`src/rtl/pfx_pkg.sv`:
```
package pfx_pkg;
  parameter int SEG_W = 2;

  typedef enum logic [SEG_W-1:0] {
    SEG_EXTRA = 2'b00,
    SEG_CODE  = 2'b01,
    SEG_STACK = 2'b10,
    SEG_DATA  = 2'b11
  } seg_e;
endpackage

```
`src/rtl/pfx_sticky.sv`:
```
module pfx_sticky #(
  parameter int W = 1
) (
  input  logic         clk,
  input  logic         rst_n,
  input  logic         set_i,
  input  logic         clr_i,
  input  logic [W-1:0] d_i,
  output logic         vld_o,
  output logic [W-1:0] q_o
);
  logic         vld_d;
  logic [W-1:0] q_d;
  logic         en;

  // set wins over clear so an overlapping new prefix survives
  always_comb begin
    vld_d = vld_o;
    q_d   = q_o;
    if (set_i) begin
      vld_d = 1'b1;
      q_d   = d_i;
    end else if (clr_i) begin
      vld_d = 1'b0;
      q_d   = '0;
    end
  end

  assign en = set_i | clr_i;

  always_ff @(posedge clk or negedge rst_n) begin
    if (!rst_n) begin
      vld_o <= 1'b0;
      q_o   <= '0;
    end else if (en) begin
      vld_o <= vld_d;
      q_o   <= q_d;
    end
  end
endmodule

```
`src/rtl/pfx_scope_ctrl.sv`:
```
module pfx_scope_ctrl (
  input  logic clk,
  input  logic rst_n,
  input  logic sc_i,
  input  logic eoi_i,
  input  logic pfx_term_i,
  input  logic cli_term_i,
  output logic clr_o,
  output logic cli_hold_o
);
  logic cur_pfx_q, cur_pfx_d;
  logic cli_d;

  // cur_pfx_q describes the instruction now in flight
  always_comb begin
    cur_pfx_d = cur_pfx_q;
    if (sc_i) cur_pfx_d = pfx_term_i;
    cli_d = cli_hold_o;
    if (eoi_i) cli_d = 1'b0;
    if (sc_i && cli_term_i) cli_d = 1'b1;
  end

  assign clr_o = eoi_i & ~cur_pfx_q;

  always_ff @(posedge clk or negedge rst_n) begin
    if (!rst_n) begin
      cur_pfx_q  <= 1'b0;
      cli_hold_o <= 1'b0;
    end else begin
      if (sc_i) cur_pfx_q <= cur_pfx_d;
      if (sc_i || eoi_i) cli_hold_o <= cli_d;
    end
  end
endmodule

```
`src/rtl/prefix_hold_unit.sv`:
```
module prefix_hold_unit #(
  parameter int SEG_W = pfx_pkg::SEG_W
) (
  input  logic             clk,
  input  logic             rst_n,
  input  logic             sc_stb,
  input  logic             eoi_stb,
  input  logic             rep_term,
  input  logic             seg_term,
  input  logic             lock_term,
  input  logic             cli_term,
  input  logic             op_lsb,
  input  logic [SEG_W-1:0] op_seg,
  output logic             rep_on,
  output logic             rep_zero,
  output logic             seg_valid,
  output logic [SEG_W-1:0] seg_code,
  output logic             lock_out,
  output logic             irq_block
);
  logic any_pfx;
  logic clr;
  logic cli_hold;
  logic lock_vld, lock_q;

  assign any_pfx = rep_term | seg_term | lock_term;

  pfx_scope_ctrl u_scope (
    .clk        (clk),
    .rst_n      (rst_n),
    .sc_i       (sc_stb),
    .eoi_i      (eoi_stb),
    .pfx_term_i (any_pfx),
    .cli_term_i (cli_term),
    .clr_o      (clr),
    .cli_hold_o (cli_hold)
  );

  pfx_sticky #(.W(1)) u_rep (
    .clk   (clk),
    .rst_n (rst_n),
    .set_i (sc_stb & rep_term),
    .clr_i (clr),
    .d_i   (op_lsb),
    .vld_o (rep_on),
    .q_o   (rep_zero)
  );

  pfx_sticky #(.W(SEG_W)) u_seg (
    .clk   (clk),
    .rst_n (rst_n),
    .set_i (sc_stb & seg_term),
    .clr_i (clr),
    .d_i   (op_seg),
    .vld_o (seg_valid),
    .q_o   (seg_code)
  );

  pfx_sticky #(.W(1)) u_lock (
    .clk   (clk),
    .rst_n (rst_n),
    .set_i (sc_stb & lock_term),
    .clr_i (clr),
    .d_i   (1'b1),
    .vld_o (lock_vld),
    .q_o   (lock_q)
  );

  assign lock_out  = lock_vld & lock_q;
  assign irq_block = rep_on | seg_valid | lock_out | cli_hold
                   | (sc_stb & (any_pfx | cli_term));
endmodule

```
`config.mk`:
```
export PLATFORM = sky130hd
export DESIGN_NAME = prefix_hold_unit
export DESIGN_NICKNAME = d
export VERILOG_FILES = /design/src/rtl/pfx_pkg.sv /design/src/rtl/pfx_sticky.sv /design/src/rtl/pfx_scope_ctrl.sv /design/src/rtl/prefix_hold_unit.sv
export SDC_FILE = /design/constraint.sdc
export NUM_CORES = 1
export LEC_CHECK = 0
export CAP_MARGIN = 20
export CORE_AREA = 2 2 39 41
export DETAILED_ROUTE_END_ITERATION = 10
export DIE_AREA = 0 0 41 43
export GPL_TIMING_DRIVEN = 0
export PLACE_DENSITY = 0.56
export SLEW_MARGIN = 5
export SYNTH_ARGS = -nofsm -noshare
export SYNTH_HDL_FRONTEND = slang
export SYNTH_SLANG_ARGS = --single-unit
export TNS_END_PERCENT = 30
```
`constraint.sdc`:
```
create_clock -name clk -period 1.12 [get_ports clk]
set_input_delay 0.28 -clock clk [delete_from_list [all_inputs] [get_ports clk]]
set_output_delay 0.28 -clock clk [all_outputs]
set_load 0.1 [all_outputs]
```
==> qor.yml, run 1 <==
global_routing:
  grt_pass1_wl_um: 1590
  overflow: 0
  grt_start_max_net_pins: 11
  track_usage_pct: 13.9
  antenna_found_initial: 0
  grt_pass1_vias: 367
pwr:
  pwr_density_cell_nw_per_um2: 1510
  p_sw_share_pct: 39.5
  switchingPower_w: 0.000412
  seq_power_share_pct: 35.6
  intPower_w: 0.000631
  leakage_nw: 0.316
  p_comb_share_pct: 40.5
  irDropWorstVdd_mv: 0.588
  power_frac_clock_pct: 23.9
  fin_total_pwr_w: 0.00104
timing:
  fin_worst_skew_ps: 7.69
  fmax_mhz: 617
  worst_pin_slew_ps: 364
  setup_ws_ps: -501
  hold_violations: 0
  finalSetupViolations: 7
  period_needed_ps: 1620
  period_share_pct: 145
  relSlewSlack_pct: 75.6
  rsz0062_at_grt: "yes"
  slew_violations: 0
placed_design:
  post-dp-hpwl_um: 728
  port-buffer-count: 17
  gp_congestion: 0.754
  place_area_um2: 576
setup_path:
  end_kind: "output pin"
  arrival_ps: 1340
  slowest_delay_ps: 500
  cp.required_ps: 840
  rr_worst_depth: 2
  reg2reg_from: "u_scope.cur_pfx_q"
  critPathMaxFanout: 3
  critPathKind: "register to output pin"
  crit_path_start_kind: "register"
  crit_buf_inv: 1
  reg2reg_slack_ps: 130
  crit_slowest_cell: "dfrtp_4"
  path_delay_family: "flip-flops"
  path_cells: "nor4_4 -> nand2_4 -> buf_12"
  crit_start: "u_rep.vld_o"
  r2r-end: "u_rep.q_o"
routing:
  num_vias: 325
  firstDrtPassIters: 2
  wirelength_um: 974
  ant_nets: 0
  drtIter0Drc: 1
  drt-vias-per-instance: 4.78
  wl_per_cell_um: 14.3
  drc: 0
final_layout:
  seqCellArea_um2: 209
  syn2layout_area_growth_pct: 94.7
  multi_input_area_um2: 173
  design_area_um2: 689
  drive_above_1_share_pct: 40.4
  final_nets: 64
  antenna_cells: 0
  nFillCells: 133
synth:
  yosysSeqAreaShare_pct: 56.5
  synth.most_common_cell: "dfrtp_1"
  synth_cells: 30
  synth-main-ff-cell: "dfrtp_1"
  synth_top_area_cell: "dfrtp_1"
  synth_top_area_share_pct: 56.5
  ys_warn_count: 0
  synth_edf_count: 0
  synth.area.top_cells: "dfrtp_1 57%, a31o_1 7.4%, a22o_1 4.9%, o41ai_2 4.6%, and3_1 3.5%"
  ys_ff_latch: 8
  synth_nets: 41
  synth_common_cells: "8 x dfrtp_1, 3 x a31o_1, 3 x nand2_1"
  synth_area_um2: 354
  syn_avg_cell_area_um2: 11.8
  yosysUniqueCellTypes: 17
  async_flop_share_pct: 100
worst_hold_path:
  min_path_type: "primary input to asynchronous set/reset pin"
clocking:
  cts_buffer_depth: 2
  htree_levels: 1
  clock_latency_ps: 260
  cts.sinks: 8
  cts_buffers: 3
  cts_tree: "built"
  root_buffer: "clkbuf_4"
  clkTransAtPathRegs_ps: 60
status:
  status: "finished, violations left"
  violations: "setup timing"
floorplan:
  die_y_um: 43
  initial_core_util_pct: 25.6
  pin_count: 18
  core_um2: 1380
  die-width_um: 41
  die_area_um2: 1760
  row_count: 14
flow_run:
  cap_violations: 0
cells by family after synthesis:
| group | share of synthesized area, % |
|---|---|
| AOI/OAI and AO/OA | 22.6 |
| buffers and inverters | 4.24 |
| DFF | 56.5 |
| and+or+nand+nor | 16.6 |
layer usage:
metal	part of all wire (%)	track usage, %
met2	56	22.5
met4	1.5	8.00
met3	4.2	3.66
met5	0	0
met1	38	15.3
worst max path at each step:
stage,endpoint,slack [ps],depth (start not counted)
3_3_place_gp,irq_block,-1470,4
5_1_grt,irq_block,-530,3
6_report,irq_block,-500,3
3_5_place_dp,irq_block,-1490,4
4_1_cts,irq_block,-490,3
2_1_floorplan,irq_block,-340,2
repair_timing:
action	4_1_cts	5_1_grt
buffers inserted	0	1
pin swaps	2	1
hold buffers	0	0
resized for setup	62	7
endpoints found under the setup margin	7	9
placed cells by master (no fill, tap or decap):
| cell | instances |
|---|---|
| o41ai_4 | 1 |
| nand2_2 | 1 |
| nand2_1 | 2 |
| nor4_4 | 1 |
| dlygate4sd2_1 | 3 |
| dfrtp_4 | 2 |
| inv_1 | 1 |
| o21ai_0 | 1 |
| nor3_1 | 1 |
| dfrtp_1 | 5 |
| buf_4 | 1 |
| clkbuf_4 | 3 |
| a21oi_1 | 1 |
| buf_12 | 7 |
| a22o_1 | 2 |
| buf_6 | 1 |
| nand2_4 | 1 |
| and3_1 | 2 |
| a31o_1 | 3 |
| dlymetal6s2s_1 | 1 |
| clkbuf_1 | 1 |
| nor2_1 | 1 |
| a22o_2 | 1 |
| nand2b_1 | 1 |
| dfrtp_2 | 1 |
| clkdlybuf4s50_1 | 6 |
| and3_2 | 1 |
power groups by stage:
stage / Clock [W] / Combinational [W] / Sequential [W]
final: 0.000249 / 0.000423 / 0.000371
after global routing: 0.000267 / 0.000438 / 0.000374
after CTS: 0.000259 / 0.000404 / 0.000369
after detailed placement: 0 / 0.000358 / 0.000362
after global placement: 0 / 0.000354 / 0.000359
after floorplan: 0 / 0.0000483 / 0.000554
flip-flops by register name, summed over array words and instances, names as in the netlist:
register            flops
u_scope.cur_pfx_q       1
u_rep.q_o               1
u_lock.vld_o            1
u_rep.vld_o             1
u_scope.cli_hold_o      1
u_seg.vld_o             1
u_seg.q_o               2
cell type report:
class / count / area share (%)
repair buffers: 18 / 35.8
multi-input cells: 20 / 25.0
clock buffers: 4 / 3.81
flip-flops and latches: 8 / 30.3
inverters: 1 / 0.544
plain buffers: 1 / 1.63
well taps: 16 / 2.90
through the flow:
stage | util [%] | worst slack (ps) | setup TNS (ps) | std cells | hold slack (ps)
2_1_floorplan | - | -341 | -728 | 30 | -15.6
3_3_place_gp | 41.6 | -1470 | -6540 | 63 | 485
3_5_place_dp | 41.6 | -1490 | -6820 | 63 | 501
4_1_cts | 47.6 | -486 | -990 | 67 | 297
5_1_grt | 49.8 | -535 | -1040 | 68 | 332
6_report | 49.8 | -501 | -907 | 68 | 292
Power figures use the tool's default switching activity.
==> run 2: changes to the inputs <==
--- a/config.mk
+++ b/config.mk
@@ -10,9 +10,11 @@
 export DETAILED_ROUTE_END_ITERATION = 10
 export DIE_AREA = 0 0 41 43
 export GPL_TIMING_DRIVEN = 0
-export PLACE_DENSITY = 0.56
+export HOLD_SLACK_MARGIN = 0.1
+export PLACE_DENSITY = 0.61
 export SLEW_MARGIN = 5
 export SYNTH_ARGS = -nofsm -noshare
 export SYNTH_HDL_FRONTEND = slang
+export SYNTH_HIERARCHICAL = 1
 export SYNTH_SLANG_ARGS = --single-unit
 export TNS_END_PERCENT = 30
==> qor.yml, run 2 <==
status:
  status: "finished, violations left"
  violations: "setup timing"
synth:
  synth-main-ff-cell: "dfrtp_1"
  synth_top_area_cell: "dfrtp_1"
  synth_top_area_share_pct: 55.4
  synth.most_common_cell: "dfrtp_1"
  synth_nets: 47
  yosysSeqAreaShare_pct: 55.4
  yosysUniqueCellTypes: 15
  synth_cells: 36
  ys_warn_count: 6
  synth_area_um2: 407
  ys_ff_latch: 9
  synth.area.top_cells: "dfrtp_1 55%, a22o_1 8.6%, a21o_2 6.5%, and2_1 4.6%, a2111oi_2 3.7%"
  synth_common_cells: "9 x dfrtp_1, 4 x a22o_1, 4 x inv_1"
  synth_edf_count: 0
  async_flop_share_pct: 100
  syn_avg_cell_area_um2: 11.3
setup_path:
  crit_start: "u_lock/vld_o"
  reg2reg_slack_ps: 130
  r2r-end: "u_seg/q_o[1]"
  critPathMaxFanout: 2
  path_depth: 3
  crit_end: "irq_block"
  crit_slowest_cell: "dfrtp_1"
  critPathKind: "register to output pin"
  cp.required_ps: 840
  rr_worst_depth: 3
  end_kind: "output pin"
  crit_buf_inv: 1
  slowest_delay_ps: 410
  crit_path_start_kind: "register"
  path_delay_family: "flip-flops"
  path_cells: "a2111oi_4 -> nand2_4 -> buf_12"
  arrival_ps: 1330
  reg2reg_from: "u_scope/cur_pfx_q"
routing:
  drc: 0
  wirelength_um: 906
  num_vias: 342
  wl_per_cell_um: 12.1
  drtIter0Drc: 1
  ant_nets: 0
  drt-vias-per-instance: 4.56
  firstDrtPassIters: 3
global_routing:
  grt_pass1_wl_um: 1420
  grt_start_max_net_pins: 10
  antenna_found_initial: 0
  grt_pass1_vias: 335
  overflow: 0
  track_usage_pct: 12.8
pwr:
  pwr_density_cell_nw_per_um2: 1500
  leakage_nw: 0.335
  fin_total_pwr_w: 0.00114
  irDropWorstVdd_mv: 1.03
final_layout:
  largest_reg_flops: 2
  syn2layout_area_growth_pct: 86.8
  mostFrequentLayoutCells: "7 x buf_12, 7 x dfrtp_1, 5 x dlygate4sd2_1, 5 x clkdlybuf4s50_1"
  top_register: "u_seg/q_o"
  nFillCells: 128
  final_util_pct: 54.9
  antenna_cells: 0
  final_nets: 71
  drive_above_1_share_pct: 44.1
floorplan:
  core_um2: 1380
  initial_core_util_pct: 29.4
  pin_count: 18
  die_area_um2: 1760
  row_count: 14
  die_y_um: 43
  die-width_um: 41
placed_design:
  post-dp-hpwl_um: 665
  pre_cts_slack_ps: -1520
  gp_congestion: 0.659
  port-buffer-count: 17
clocking:
  root_buffer: "clkbuf_4"
  cts_tree: "built"
  cts.sinks: 9
  cts_buffer_depth: 2
  htree_levels: 1
  clock_latency_ps: 260
  cts_buffers: 3
  clkTransAtPathRegs_ps: 70
  hold_buffers: 0
timing:
  hold_violations: 0
  setup_ws_ps: -488
  fin_worst_skew_ps: 5.42
  worst_hold_slack_ps: 317
  period_needed_ps: 1610
  period_share_pct: 144
  finalSetupViolations: 7
  slew_violations: 0
  fmax_mhz: 622
  rsz0062_at_grt: "yes"
worst_hold_path:
  min_path_type: "primary input to asynchronous set/reset pin"
flow_run:
  cap_violations: 0
-- run 2: changes by cell type after synthesis, sizes merged, moves of 2 or more --
cell / delta
and2: +4
a21o: +3
inv: +3
nor2: +2
a31o: -3
nand2: -2
and3: -3
-- run 2: final cells by class --
cell class / count / area [µm²] / area share [%]
repair buffers: 19 / 249 / 32.8
flip-flops and latches: 9 / 230 / 30.3
multi-input cells: 23 / 218 / 28.7
clock buffers: 3 / 22.5 / 2.97
well taps: 16 / 20.0 / 2.64
inverters: 4 / 15.0 / 1.98
clock inverters: 1 / 5.00 / 0.659
-- run 2: metal layers --
metal	GRT usage [%]	up-vias	share of wire, %
met5	0	-	0
met1	14.4	162	38
met3	9.95	0	7.8
met4	4.00	0	0
li1	-	169	-
met2	18.1	11	54
-- run 2: metrics by stage --
step	std cells	setup TNS [ps]	instance area [µm²]
6_report	75	-1030	759
5_1_grt	75	-1290	759
4_1_cts	75	-1140	752
3_5_place_dp	69	-8950	622
3_3_place_gp	69	-8990	622
2_1_floorplan	36	-777	432
-- run 2: cell families (layout without fill, tap and decap cells) --
kind of cell | after synthesis | after routing | synth area share (%)
mux | 1 | 1 | 3.69
flops | 9 | 9 | 55.4
buf+inv | 4 | 27 | 3.69
other cells | 1 | 1 | 0.922
compound gates | 10 | 10 | 22.2
simple gates | 11 | 11 | 14.2
-- run 2: power by group --
part           internal, W  switching (W)
logic             0.000192       0.000278
clock network     0.000132       0.000122
registers         0.000366      0.0000482
total             0.000690       0.000448
-- run 2: worst min-delay path by stage --
stage | startpoint | endpoint | slack (ps) | cells past startpoint
2_1_floorplan | rst_n | u_lock/q_o | -20 | 0
3_3_place_gp | u_seg/q_o[1] | u_seg/q_o[1] | 480 | 1
3_5_place_dp | u_seg/q_o[1] | u_seg/q_o[1] | 480 | 1
4_1_cts | rst_n | u_rep/vld_o | 320 | 1
5_1_grt | rst_n | u_scope/cli_hold_o | 350 | 1
6_report | rst_n | u_scope/cli_hold_o | 320 | 1
-- run 2: what timing repair did --
action                     4_1_cts  5_1_grt
pin swaps                        3        0
cloned                           0        0
setup endpoints to repair       15        8
setup buffers                    2        0
resized for setup               72        2
==> run 3: changes to the inputs <==
--- a/config.mk
+++ b/config.mk
@@ -9,9 +9,10 @@
 export CORE_AREA = 2 2 39 41
 export DETAILED_ROUTE_END_ITERATION = 10
 export DIE_AREA = 0 0 41 43
+export DONT_BUFFER_PORTS = 1
 export GPL_TIMING_DRIVEN = 0
 export HOLD_SLACK_MARGIN = 0.1
-export PLACE_DENSITY = 0.61
+export PLACE_DENSITY = 0.43
 export SLEW_MARGIN = 5
 export SYNTH_ARGS = -nofsm -noshare
 export SYNTH_HDL_FRONTEND = slang
==> qor.yml, run 3 (synthesized netlist as in run 2, its figures left out) <==
status:
  status: "finished, violations left"
  violations: "setup timing"
placed_design:
  port-buffer-count: 0
  place_area_um2: 452
  pre_cts_slack_ps: -400
  post-dp-hpwl_um: 663
  dp.cells: 52
  gp_congestion: 0.640
setup_path:
  reg2reg_slack_ps: 130
  end_kind: "output pin"
  rr_worst_depth: 1
  critPathKind: "register to output pin"
  crit_slowest_cell: "dfrtp_4"
  path_depth: 2
  path_cells: "a2111oi_4 -> nand2_4"
  crit_buf_inv: 0
  cp.required_ps: 840
  critPathMaxFanout: 3
  arrival_ps: 1510
  path_delay_family: "flip-flops"
  slowest_delay_ps: 630
  crit_path_start_kind: "register"
timing:
  hold_violations: 0
  worst_hold_slack_ps: 134
  fmax_mhz: 560
  fin_worst_skew_ps: 5.82
  slew_violations: 0
  period_needed_ps: 1790
  rsz0062_at_grt: "yes"
  setup_ws_ps: -666
  period_share_pct: 159
  finalSetupViolations: 7
  relSlewSlack_pct: 64.4
  worst_pin_slew_ps: 526
global_routing:
  grt_start_max_net_pins: 10
  track_usage_pct: 12.0
  grt_pass1_vias: 305
  antenna_found_initial: 0
  overflow: 0
  grt_pass1_wl_um: 1400
routing:
  drc: 0
  drtIter0Drc: 2
  wirelength_um: 864
  wl_per_cell_um: 14.6
  firstDrtPassIters: 2
  ant_nets: 0
  drt-vias-per-instance: 4.97
  num_vias: 293
clocking:
  cts_buffer_depth: 2
  root_buffer: "clkbuf_4"
  cts.sinks: 9
  clkTransAtPathRegs_ps: 60
  cts_buffers: 3
  htree_levels: 1
  clock_latency_ps: 260
  cts_tree: "built"
pwr:
  irDropWorstVdd_mv: 0.712
  leakage_nw: 0.211
  pwr_density_cell_nw_per_um2: 1860
final_layout:
  syn2layout_area_growth_pct: 29.2
  final_nets: 55
  layout_commonest_cell: "dfrtp_4"
  nFillCells: 147
  fin_cells: 59
  antenna_cells: 0
  design_area_um2: 526
  largest_reg_flops: 2
  top_register: "u_seg/q_o"
  drive_above_1_share_pct: 41.9
  mostFrequentLayoutCells: "5 x dfrtp_4, 4 x a22o_1, 4 x inv_1, 4 x dfrtp_1"
worst_hold_path:
  whs_path_depth: 1
  min_path_type: "primary input to register"
floorplan:
  die_area_um2: 1760
  core_um2: 1380
  row_count: 14
  die-width_um: 41
  initial_core_util_pct: 29.4
  die_y_um: 43
  pin_count: 18
flow_run:
  cap_violations: 0
## run 3: path summary, 6_finish.rpt
kind	startpoint	to
max reg2reg	u_seg/vld_o	u_seg/vld_o
max	u_rep/vld_o	irq_block
min in group asynchronous	rst_n	u_scope/cli_hold_o
max in group asynchronous	rst_n	u_rep/q_o
min reg2reg	u_scope/cli_hold_o	u_scope/cli_hold_o
min	eoi_stb	u_scope/cli_hold_o
## run 3: metal layers
layer | part of all wire, % | routed length (µm) | vias up | global-route usage [%]
li1 | - | - | 138 | -
met1 | 40 | 345 | 148 | 15.2
met2 | 53 | 457 | 7 | 17.2
met3 | 6.9 | 60 | 0 | 4.19
met4 | 0 | 0 | 0 | 6.00
met5 | 0 | 0 | - | 0
## run 3: area by class of cell
cell class	count	area [µm²]	share of cell area [%]
tap	16	20.0	3.81
inverter	4	15.0	2.86
timing repair buffer	3	25.0	4.76
sequential	9	244	46.4
multi-input combinational	23	195	37.1
clock buffer	4	26.3	5.00
## run 3: what timing repair did
| action | 4_1_cts | 5_1_grt |
|---|---|---|
| pin swaps | 0 | 1 |
| setup buffers | 0 | 2 |
| cloned | 0 | 0 |
| gates resized for setup | 8 | 2 |
| hold buffers | 1 | 0 |
| endpoints found under the hold margin | 9 | 0 |
| setup endpoints to repair | 14 | 11 |
## run 3: metrics by stage
stage                     total power, W  util [%]  TNS [ps]
after floorplan                 0.000676         -      -777
after global placement          0.000692      32.6      -946
after detailed placement        0.000695      32.6     -1090
after CTS                       0.000971      36.4     -1270
after global routing             0.00102      38.0     -1270
final                           0.000975      38.0     -1050
## run 3: where the power goes
part | internal [W] | total, W | switching [W] | leakage (nW)
registers | 0.000376 | 0.000588 | 0.000212 | 0.0972
logic | 0.0000612 | 0.000139 | 0.0000781 | 0.0993
clock network | 0.000137 | 0.000247 | 0.000110 | 0.0150
